--- config.mk ---
export PLATFORM = sky130hd
export DESIGN_NAME = branch_history_table
export DESIGN_NICKNAME = d
export VERILOG_FILES = /design/src/rtl/bht_pkg.sv /design/src/rtl/bht_entry.sv /design/src/rtl/bht_match.sv /design/src/rtl/bht_lru.sv /design/src/rtl/branch_history_table.sv
export SDC_FILE = /design/constraint.sdc
export NUM_CORES = 1
export LEC_CHECK = 0
export ABC_AREA = 1
export ABC_CLOCK_PERIOD_IN_PS = 4800
export BUFFER_PORTS_ARGS = -buffer_cell sky130_fd_sc_hd__buf_4
export CORE_MARGIN = 10
export CORE_UTILIZATION = 45
export DETAILED_ROUTE_END_ITERATION = 10
export GPL_ROUTABILITY_DRIVEN = 0
export PLACE_DENSITY = 0.59
export SETUP_SLACK_MARGIN = 0.5
export SYNTH_ARGS = -nofsm -noshare
export SYNTH_HDL_FRONTEND = slang
export SYNTH_SLANG_ARGS = --single-unit
--- constraint.sdc ---
create_clock -name clk -period 4.8 [get_ports clk]
set_input_delay 0.24 -clock clk [delete_from_list [all_inputs] [get_ports clk]]
set_output_delay 0.24 -clock clk [all_outputs]
set_load 0.005 [all_outputs]
--- src/rtl/bht_pkg.sv ---
package bht_pkg;

    typedef enum logic [1:0] {
        CTR_STRONG_NT = 2'b00,
        CTR_WEAK_NT   = 2'b01,
        CTR_WEAK_T    = 2'b10,
        CTR_STRONG_T  = 2'b11
    } ctr_state_e;

    typedef enum logic [1:0] {
        ACT_IDLE   = 2'b00,
        ACT_UPDATE = 2'b01,
        ACT_ALLOC  = 2'b10
    } rs_action_e;

    // One saturating step toward the observed outcome.
    function automatic ctr_state_e ctr_next(input ctr_state_e cur, input logic taken);
        ctr_state_e nxt;
        unique case (cur)
            CTR_STRONG_NT: nxt = taken ? CTR_WEAK_NT  : CTR_STRONG_NT;
            CTR_WEAK_NT:   nxt = taken ? CTR_WEAK_T   : CTR_STRONG_NT;
            CTR_WEAK_T:    nxt = taken ? CTR_STRONG_T : CTR_WEAK_NT;
            CTR_STRONG_T:  nxt = taken ? CTR_STRONG_T : CTR_WEAK_T;
        endcase
        return nxt;
    endfunction

    function automatic logic ctr_says_taken(input ctr_state_e s);
        return (s == CTR_WEAK_T) || (s == CTR_STRONG_T);
    endfunction

    function automatic ctr_state_e ctr_initial(input logic taken);
        return taken ? CTR_WEAK_T : CTR_WEAK_NT;
    endfunction

endpackage

--- src/rtl/bht_entry.sv ---
module bht_entry
    import bht_pkg::*;
#(
    parameter int ADDR_W = 16
) (
    input  logic              clk,
    input  logic              rst_n,
    input  logic              alloc_en,
    input  logic              update_en,
    input  logic [ADDR_W-1:0] wr_pc,
    input  logic              wr_taken,
    input  logic [ADDR_W-1:0] wr_target,
    output logic              ent_valid,
    output logic [ADDR_W-1:0] ent_tag,
    output logic [ADDR_W-1:0] ent_target,
    output ctr_state_e        ent_state
);

    logic              valid_q, valid_d;
    logic [ADDR_W-1:0] tag_q, tag_d;
    logic [ADDR_W-1:0] target_q, target_d;
    ctr_state_e        state_q, state_d;

    // State register
    always_ff @(posedge clk) begin
        if (!rst_n) begin
            valid_q  <= 1'b0;
            tag_q    <= '0;
            target_q <= '0;
            state_q  <= CTR_WEAK_NT;
        end else begin
            valid_q  <= valid_d;
            tag_q    <= tag_d;
            target_q <= target_d;
            state_q  <= state_d;
        end
    end

    // Next state
    always_comb begin
        valid_d  = valid_q;
        tag_d    = tag_q;
        target_d = target_q;
        state_d  = state_q;
        if (alloc_en) begin
            valid_d  = 1'b1;
            tag_d    = wr_pc;
            target_d = wr_target;
            state_d  = ctr_initial(wr_taken);
        end else if (update_en) begin
            state_d = ctr_next(state_q, wr_taken);
            if (wr_taken) begin
                target_d = wr_target;
            end
        end
    end

    // Outputs
    always_comb begin
        ent_valid  = valid_q;
        ent_tag    = tag_q;
        ent_target = target_q;
        ent_state  = state_q;
    end

endmodule

--- src/rtl/bht_match.sv ---
module bht_match #(
    parameter int ENTRIES = 8,
    parameter int ADDR_W  = 16,
    parameter int IDX_W   = 3
) (
    input  logic [ADDR_W-1:0]              key,
    input  logic [ENTRIES-1:0]             valid_vec,
    input  logic [ENTRIES-1:0][ADDR_W-1:0] tag_vec,
    output logic [ENTRIES-1:0]             match_vec,
    output logic                           hit,
    output logic [IDX_W-1:0]               idx
);

    for (genvar g = 0; g < ENTRIES; g++) begin : g_cmp
        assign match_vec[g] = valid_vec[g] && (tag_vec[g] == key);
    end

    assign hit = |match_vec;

    always_comb begin
        idx = '0;
        for (int i = ENTRIES - 1; i >= 0; i--) begin
            if (match_vec[i]) begin
                idx = IDX_W'(i);
            end
        end
    end

endmodule

--- src/rtl/bht_lru.sv ---
module bht_lru #(
    parameter int ENTRIES = 8,
    parameter int IDX_W   = 3
) (
    input  logic               clk,
    input  logic               rst_n,
    input  logic               touch_en,
    input  logic [IDX_W-1:0]   touch_idx,
    input  logic [ENTRIES-1:0] valid_vec,
    output logic [IDX_W-1:0]   victim_idx
);

    localparam logic [IDX_W-1:0] OLDEST = IDX_W'(ENTRIES - 1);

    // Ages form a permutation of 0..ENTRIES-1; 0 is most recent.
    logic [ENTRIES-1:0][IDX_W-1:0] age_q;
    logic [IDX_W-1:0]              touched_age;

    assign touched_age = age_q[touch_idx];

    always_ff @(posedge clk) begin
        if (!rst_n) begin
            for (int i = 0; i < ENTRIES; i++) begin
                age_q[i] <= IDX_W'(i);
            end
        end else if (touch_en) begin
            for (int i = 0; i < ENTRIES; i++) begin
                if (IDX_W'(i) == touch_idx) begin
                    age_q[i] <= '0;
                end else if (age_q[i] < touched_age) begin
                    age_q[i] <= age_q[i] + 1'b1;
                end
            end
        end
    end

    always_comb begin
        logic found_empty;
        found_empty = 1'b0;
        victim_idx  = '0;
        for (int i = ENTRIES - 1; i >= 0; i--) begin
            if (!valid_vec[i]) begin
                victim_idx  = IDX_W'(i);
                found_empty = 1'b1;
            end
        end
        if (!found_empty) begin
            for (int i = 0; i < ENTRIES; i++) begin
                if (age_q[i] == OLDEST) begin
                    victim_idx = IDX_W'(i);
                end
            end
        end
    end

endmodule

--- src/rtl/branch_history_table.sv ---
module branch_history_table
    import bht_pkg::*;
#(
    parameter int ENTRIES = 8,
    parameter int ADDR_W  = 16
) (
    input  logic              clk,
    input  logic              rst_n,
    input  logic              lk_valid,
    input  logic [ADDR_W-1:0] lk_pc,
    output logic              lk_hit,
    output logic              lk_taken,
    output logic [ADDR_W-1:0] lk_target,
    output logic [ADDR_W-1:0] lk_next_pc,
    input  logic              rs_valid,
    input  logic [ADDR_W-1:0] rs_pc,
    input  logic              rs_taken,
    input  logic [ADDR_W-1:0] rs_target,
    output logic              rs_mispredict
);

    localparam int IDX_W = (ENTRIES > 1) ? $clog2(ENTRIES) : 1;

    logic [ENTRIES-1:0]             ent_valid;
    logic [ENTRIES-1:0][ADDR_W-1:0] ent_tag;
    logic [ENTRIES-1:0][ADDR_W-1:0] ent_target;
    ctr_state_e                     ent_state [ENTRIES];

    logic [ENTRIES-1:0] lk_match;
    logic               lk_m_hit;
    logic [IDX_W-1:0]   lk_idx;
    logic [ENTRIES-1:0] rs_match;
    logic               rs_hit;
    logic [IDX_W-1:0]   rs_idx;

    logic [IDX_W-1:0]   victim_idx;
    rs_action_e         action;
    logic [ENTRIES-1:0] alloc_vec;
    logic [ENTRIES-1:0] update_vec;
    logic               touch_en;
    logic [IDX_W-1:0]   touch_idx;

    logic [ADDR_W-1:0]  rs_seq_pc;
    logic [ADDR_W-1:0]  rs_pred_next;
    logic [ADDR_W-1:0]  rs_actual_next;

    bht_match #(.ENTRIES(ENTRIES), .ADDR_W(ADDR_W), .IDX_W(IDX_W)) u_lk_match (
        .key       (lk_pc),
        .valid_vec (ent_valid),
        .tag_vec   (ent_tag),
        .match_vec (lk_match),
        .hit       (lk_m_hit),
        .idx       (lk_idx)
    );

    bht_match #(.ENTRIES(ENTRIES), .ADDR_W(ADDR_W), .IDX_W(IDX_W)) u_rs_match (
        .key       (rs_pc),
        .valid_vec (ent_valid),
        .tag_vec   (ent_tag),
        .match_vec (rs_match),
        .hit       (rs_hit),
        .idx       (rs_idx)
    );

    bht_lru #(.ENTRIES(ENTRIES), .IDX_W(IDX_W)) u_lru (
        .clk        (clk),
        .rst_n      (rst_n),
        .touch_en   (touch_en),
        .touch_idx  (touch_idx),
        .valid_vec  (ent_valid),
        .victim_idx (victim_idx)
    );

    for (genvar g = 0; g < ENTRIES; g++) begin : g_entry
        bht_entry #(.ADDR_W(ADDR_W)) u_entry (
            .clk        (clk),
            .rst_n      (rst_n),
            .alloc_en   (alloc_vec[g]),
            .update_en  (update_vec[g]),
            .wr_pc      (rs_pc),
            .wr_taken   (rs_taken),
            .wr_target  (rs_target),
            .ent_valid  (ent_valid[g]),
            .ent_tag    (ent_tag[g]),
            .ent_target (ent_target[g]),
            .ent_state  (ent_state[g])
        );
    end

    // Fetch-side lookup, reads registered contents only.
    always_comb begin
        lk_hit    = lk_valid && lk_m_hit;
        lk_taken  = lk_hit && ctr_says_taken(ent_state[lk_idx]);
        lk_target = lk_hit ? ent_target[lk_idx] : '0;
        lk_next_pc = lk_taken ? lk_target : lk_pc + 1'b1;
    end

    // Resolution action selection.
    always_comb begin
        if (!rs_valid) begin
            action = ACT_IDLE;
        end else if (rs_hit) begin
            action = ACT_UPDATE;
        end else begin
            action = ACT_ALLOC;
        end
    end

    always_comb begin
        alloc_vec  = '0;
        update_vec = '0;
        touch_en   = 1'b0;
        touch_idx  = '0;
        unique case (action)
            ACT_IDLE: begin
            end
            ACT_UPDATE: begin
                update_vec[rs_idx] = 1'b1;
                touch_en           = 1'b1;
                touch_idx          = rs_idx;
            end
            ACT_ALLOC: begin
                alloc_vec[victim_idx] = 1'b1;
                touch_en              = 1'b1;
                touch_idx             = victim_idx;
            end
            default: begin
            end
        endcase
    end

    // Mispredict detection against pre-update contents.
    always_comb begin
        rs_seq_pc      = rs_pc + 1'b1;
        rs_pred_next   = (rs_hit && ctr_says_taken(ent_state[rs_idx])) ? ent_target[rs_idx] : rs_seq_pc;
        rs_actual_next = rs_taken ? rs_target : rs_seq_pc;
        rs_mispredict  = rs_valid && (rs_pred_next != rs_actual_next);
    end

endmodule

==> Word level (Yosys, flattened, before mapping) <==
Cells that the tools add are included.
Widths: inputs -> output; s select.
{ "totals": {"regBits": 304, "in_bits": 53, "out_inout_bits": 35, "elab_cells": 335} }
{ "classes": {"add_sub_neg": 10, "order_cmp": 16, "eq_ne": 62, "muxes": 129, "bitwise_logic": 2, "n_reduce_logical": 76} }
{ "op_table": {"columns": ["cell", "count"], "rows": [
  ["$mux 16", 23],
  ["$eq 16x16->1", 16],
  ["$mux 3", 50],
  ["$bmux 16 s3", 2],
  ["$pmux 2 s4", 8],
  ["$mux 2", 25],
  ["$reduce_bool 2->1", 24],
  ["$eq 2x2->1 const B", 21],
  ["$add 16x1->16 const B", 2],
  ["$reduce_and 2->1", 16],
  ["$add 3x1->3 const B", 8],
  ["$eq 3x3->1 const B", 8],
  ["$lt 3x3->1", 8],
  ["$logic_and 1x1->1", 22],
  ["$eq 2x1->1 const B", 9],
  ["$logic_not 2->1", 8],
  ["$lt 3x4->1 const B", 4],
  ["$mux 8", 2],
  ["$ne 16x16->1", 1],
  ["$reduce_or 8->1", 2],
  ["$mux 1", 13],
  ["$bmux 2 s3", 2],
  ["$eq 3x3->1 const A", 4],
  ["$bmux 3 s3", 1],
  ["10 further kinds", 16]
]} }

==> Depth between registers and ports, before layout <==
{ "logic_depth": {"ltp_word": 24, "depth_mapped": 33, "depth_no_buf": 32} }

==> Modules after synthesis <==
Synthesis repeated with hierarchy kept, for this count alone.
{ "hier_totals": {"hier_cells": 3326, "hier_area_um2": 20587.2} }
{ "by_module_without_submodules": {"columns": ["mod", "instances", "cells_each", "area_each_um2", "seq_area_each_um2"], "rows": [
  ["bht_entry", 8, 163, 1311.3, 700.7],
  ["branch_history_table", 1, 952, 4206.5, 0.0],
  ["bht_match", 2, 378, 1886.8, 0.0],
  ["bht_lru", 1, 314, 2117.0, 480.5]
]} }

==> Worst setup path after synthesis <==
No wires, ideal clock.
{ "synth_timing": {"path_type": "input -> register", "start": "in rs_pc[3]", "end": "reg u_lru.age_q[4] (netlist bit)", "setup_time_ns": 0.128, "t_arrival_ns": 3.049, "t_required_ns": 4.672, "setup_slack_ns": 1.624, "stages": 30, "path_buffers": 3, "cell_sequence": "buf_2 inv_2 buf_6 nand2_1 o21ai_1 nor2_1 nand2_1 nor2_1 nand3_1 nand2_1 nor2_2 nand2_4 nor2_4 nand3_4 nand2_2 buf_6 nor2_1 inv_1 o221ai_1 o32a_1 ha_1 nand2_1 inv_1 nand2_1 nand2_1 nand2_2 nand2_1 nand2_1 nand2_1 nor2_1"} }
{ "synth_via": {"elab_chain_len": 16, "word_cells_on_any_way": 39, "cone_classes": "order compare: 1; eq/ne: 11; mux: 15; reduce/logical: 12"} }
{ "synth_lines": {"columns": ["item", "line", "rtl"], "rows": [
  ["start, declared", "branch_history_table.sv:16", "input logic [ADDR_W-1:0] rs_pc,"],
  ["$eq 16x16->1", "bht_match.sv:15", "assign match_vec[g] = valid_vec[g] && (tag_vec[g] == key);"],
  ["$logic_and 1x1->1", "bht_match.sv:15", null],
  ["$mux 3 (8 in a row)", "bht_match.sv:23", "if (match_vec[i]) begin"],
  ["$pmux 3 s2", "branch_history_table.sv:114", "unique case (action)"],
  ["$bmux 3 s3", "bht_lru.sv:19", "assign touched_age = age_q[touch_idx];"],
  ["$mux 3 (implied by the code)", "bht_lru.sv:19", null],
  ["$lt 3x3->1", "bht_lru.sv:30", "end else if (age_q[i] < touched_age) begin"],
  ["$reduce_bool 2->1 (no line)", null, null],
  ["$reduce_and 2->1 (no line)", null, null],
  ["end signal, assigned by index", "bht_lru.sv:24", "age_q[i] <= IDX_W'(i);"],
  ["end signal, assigned by index", "bht_lru.sv:31", "age_q[i] <= age_q[i] + 1'b1;"],
  ["end, declared", "bht_lru.sv:16", "logic [ENTRIES-1:0][IDX_W-1:0] age_q;"]
]} }
Several ways; a longest one is shown, not always the timed one. The select of a mux whose other input is x is not followed.
A chain may end at the register's enable or synchronous reset.

==> Worst setup path after layout <==
{ "layout_timing": {"start": "in rs_pc[7]", "end": "out rs_mispredict"} }
{ "layout_via": {"elab_chain_len": 20, "word_cells_on_any_way": 40, "cone_classes": "add/sub: 1; eq/ne: 11; mux: 15; bitwise: 1; reduce/logical: 12"} }
{ "layout_lines": {"columns": ["item", "line", "rtl"], "rows": [
  ["$eq 16x16->1", "bht_match.sv:15", null],
  ["$logic_and 1x1->1", "bht_match.sv:15", null],
  ["$mux 3 (8 in a row)", "bht_match.sv:23", null],
  ["$not 3->4 (implied by the code)", "branch_history_table.sv:135", "rs_pred_next = (rs_hit && ctr_says_taken(ent_state[rs_idx])) ? ent_target[rs_idx] : rs_seq_pc;"],
  ["$bmux 2 s3", "branch_history_table.sv:135", null],
  ["$mux 2 (implied by the code) (2 in a row)", "branch_history_table.sv:135", null],
  ["$eq 2x2->1", "bht_pkg.sv:29", "return (s == CTR_WEAK_T) || (s == CTR_STRONG_T);"],
  ["$logic_or 1x1->1", "bht_pkg.sv:29", null],
  ["$logic_and 1x1->1", "branch_history_table.sv:135", null],
  ["$mux 16", "branch_history_table.sv:135", null],
  ["$ne 16x16->1 (*)", "branch_history_table.sv:137", "rs_mispredict = rs_valid && (rs_pred_next != rs_actual_next);"],
  ["$logic_and 1x1->1 (*)", "branch_history_table.sv:137", null],
  ["end, declared", "branch_history_table.sv:19", "output logic rs_mispredict"]
]} }
Mark *: on every way between the ends. The rest lies on a longest branch, timed or not. The select of a mux whose other input is x is not followed.

==> flow_summary_export.csv <==
group,metric,value,unit
outcome,outcome,"complete, no violations",
power,p_per_area,281,nW/um2
layout,drive_above_1_share,13.2,%
synthesis,ys_ff_latch,304,
worst_setup_path,crit_buf_inv,7,
worst_setup_path,path_common_cell,"nand2_1",
sta,setup_viol,0,
worst_setup_path,cp.arrival,4.06,ns
worst_setup_path,cp_top_family,"simple AND/OR/NAND/NOR gates",
synthesis,synth_edf_count,0,
synthesis,syn_avg_cell_area,6.24,um2
global_route,grt_pass1_vias,21657,
worst_setup_path,cp.required,4.56,ns
worst_setup_path,crit_path_start_kind,"primary input",
synthesis,async_flop_share,0,%
worst_setup_path,max_stage_delay,0.34,ns
sta,fmax,233,MHz
min_path,hp-class,"primary input to flip-flop",
floorplan,die_area,54500,um2
sta,hold_viol,0,
global_route,grt_pass1_wl,132000,um
detailed_routing,wl_per_cell,23.1,um
synthesis,syn_area,20500,um2
floorplan,die_x,233,um
power,irDropWorstVdd,0.000316,V
sta,post-route-period-util,89.6,%
sta,worst_pin_slew,1.35,ns
worst_setup_path,slowest_stage,"buf_4",
clock_network,cts_buffer_depth,3,
floorplan,coreArea,45200,um2
floorplan,initial_core_util,45.4,%
sta,slew_headroom,9.26,%
detailed_routing,drt_iter0_drc,3536,
sta,setup_tns,0,ns
detailed_routing,drc,0,
synthesis,yosys_warnings,0,
clock_network,clock-sinks,304,
power,p_leak,10.3,nW
synthesis,ys_types,61,
sta,rsz0062_at_grt,"yes",
global_route,grt_max_degree,152,
layout,final_cells,3950,
synthesis,ys.flop_type,"dfxtp_1",
sta,slew_violations,0,
clock_network,root_buffer,"clkbuf_16",
worst_setup_path,worstPathMaxFanout,20,
global_route,grt-ovfl-total,0,
clock_network,cts_tree,"yes",
layout,area_growth,16.3,%
detailed_routing,dr.pass1.iters,8,
floorplan,io_pins,88,
placed_design,place_inst,3839,
synthesis,ys_seq_area_share,29.7,%
worst_setup_path,crit_type,"primary input to output pin",
placed_design,portBuffers,87,
clock_network,clkTransAtPathRegs,0.05,ns
layout,diodes,0,
detailed_routing,wl,91200,um
sta,fin_skew,0.0209,ns
layout,nNetsFinal,3403,
floorplan,chipHeight,233,um
sta,period_needed,4.30,ns
placed_design,hpwl,60500,um
synthesis,syn_inst,3286,
clock_network,cts_buffers,39,
detailed_routing,ant_nets,0,
global_route,gr-usage-all-layers,31.5,%
synthesis,syn-num-nets,3365,
floorplan,row_count,78,
clock_network,htree_levels,2,
clock_network,insertion_delay,0.58,ns
layout,fillers,4530,
worst_setup_path,cp-end-kind,"output pin",
flow_run,maxCapViolCount,0,
detailed_routing,viasPerCell,6.05,
global_route,antenna_found_initial,2,
detailed_routing,vias,23878,
[tightest hold or removal path: stages]
cell and delay, ns:
buf_4 0.09, inv_1 0.12, a21oi_1 0.15
[path summary, 6_finish.rpt]
check,start,endpoint,slack (ns),cells after the start
setup / recovery,rs_pc[7],rs_mispredict,0.50,31
hold / removal,rs_target[7],g_entry[6].u_entry.ent_target[7]$_SDFFE_PN0P_,0.07,3
setup reg to reg,g_entry[7].u_entry.ent_tag[10]$_SDFFE_PN0P_,u_lru.age_q[5]$_SDFFE_PN0P_,0.91,31
hold reg to reg,g_entry[1].u_entry.ent_state[1]$_SDFFE_PN0P_,g_entry[1].u_entry.ent_state[1]$_SDFFE_PN0P_,0.49,2
[per-stage QoR]
stage / power [mW] / setup WS, ns / hold slack [ns] / utilization (%) / cell area [um2]
6_report: 6.71 / 0.501 / 0.0657 / 52.8 / 23900
3_5_place_dp: 3.81 / 0.514 / 0.477 / 47.9 / 21600
4_1_cts: 6.67 / 0.512 / 0.0434 / 50.8 / 23000
5_1_grt: 6.94 / 0.378 / 0.0757 / 52.8 / 23900
2_1_floorplan: 3.46 / 1.62 / 0.430 / - / 20500
3_3_place_gp: 3.80 / 0.500 / 0.469 / 47.9 / 21600
[layer usage]
metal	vias to the layer above	global-route usage, %	wire length, um
met1	10835	41.6	36100
li1	10976	-	-
met2	1720	45.8	37100
met3	343	10.1	12800
met5	-	1.10	100
met4	4	14.2	5010
[kinds of logic (layout without fill, tap and decap cells)]
| family | Yosys count | in the layout | share of synthesized area [%] |
|---|---|---|---|
| adder cells (fa/ha/maj) | 26 | 26 | 1.59 |
| AND/OR/NAND/NOR | 1357 | 1358 | 29.1 |
| AO/OA/AOI/OAI | 884 | 884 | 23.1 |
| flip-flops | 304 | 304 | 29.7 |
| buffers and inverters | 607 | 670 | 11.9 |
| XOR/XNOR | 108 | 108 | 4.61 |
[report_power, final]
part	internal [mW]	switching, mW	total, mW
logic	0.356	0.755	1.11
clock network	1.68	1.22	2.89
registers	2.61	0.0970	2.71
[cell usage after synthesis (4+ instances only)]
| cell | instances | area share, % |
|---|---|---|
| nand3_2 | 5 | 0.24 |
| a221oi_1 | 10 | 0.43 |
| o22ai_1 | 47 | 1.4 |
| xnor2_1 | 43 | 1.8 |
| o211ai_1 | 32 | 1.2 |
| buf_6 | 9 | 0.49 |
| buf_1 | 10 | 0.18 |
| o21ai_0 | 387 | 9.4 |
| nor4_1 | 21 | 0.64 |
| clkinv_1 | 14 | 0.26 |
| nor2_2 | 4 | 0.12 |
| nor3_1 | 30 | 0.73 |
| o2111ai_1 | 11 | 0.47 |
| buf_2 | 46 | 1.1 |
| nand2_2 | 17 | 0.52 |
| a211oi_1 | 7 | 0.26 |
| dfxtp_1 | 304 | 30 |
| nand3_1 | 204 | 5.0 |
| nand2_1 | 740 | 14 |
| a21oi_1 | 342 | 8.3 |
| xor2_1 | 65 | 2.8 |
| nor2_4 | 4 | 0.22 |
| inv_2 | 20 | 0.37 |
| o21ai_1 | 26 | 0.63 |
| inv_1 | 377 | 6.9 |
| nand3b_1 | 28 | 1.0 |
| nor2_1 | 208 | 3.8 |
| clkbuf_1 | 121 | 2.2 |
| ha_1 | 26 | 1.6 |
| nand4_1 | 68 | 2.1 |
| buf_4 | 9 | 0.33 |
| nor3b_1 | 5 | 0.18 |
[cell usage in the layout, fill, tap and decap left out, drive strengths merged, types with 11 or more instances in the layout]
cell / netlist / routed
clkinv: 14 / 17
nor4: 22 / 22
nor3: 33 / 33
dfxtp: 304 / 304
a21oi: 344 / 344
nand3: 210 / 210
nand3b: 29 / 30
ha: 26 / 26
nand4: 68 / 68
clkbuf: 121 / 65
xnor2: 43 / 43
o2111ai: 11 / 11
nand2: 760 / 760
o211ai: 32 / 32
o21ai: 414 / 414
o22ai: 47 / 47
buf: 74 / 185
xor2: 65 / 65
inv: 398 / 401
nor2: 216 / 216
[final cells by class]
class	instances	area (um2)	share of cell area (%)
Timing Repair Buffer	191	1790	7.52
Clock inverter	8	78.8	0.330
Sequential cell	304	6150	25.8
Inverter	412	1560	6.52
Clock buffer	59	1130	4.74
Tap cell	600	751	3.15
Multi-Input combinational cell	2376	12400	52.0
[repair_timing]
action | in CTS | in global routing
resized for setup | 21 | 155
endpoints found under the setup margin | 8 | 37
buffers inserted | 4 | 30
gates cloned | 1 | 9
pin swaps | 4 | 70
hold buffers | 0 | 0
[registers in the layout, indices dropped and copies added, names as in the netlist]
signal,flops
g_entry.u_entry.ent_target,128
g_entry.u_entry.ent_tag,128
g_entry.u_entry.ent_state,16
g_entry.u_entry.ent_valid,8
u_lru.age_q,24
Note: power is estimated with default switching activity, not from simulation.
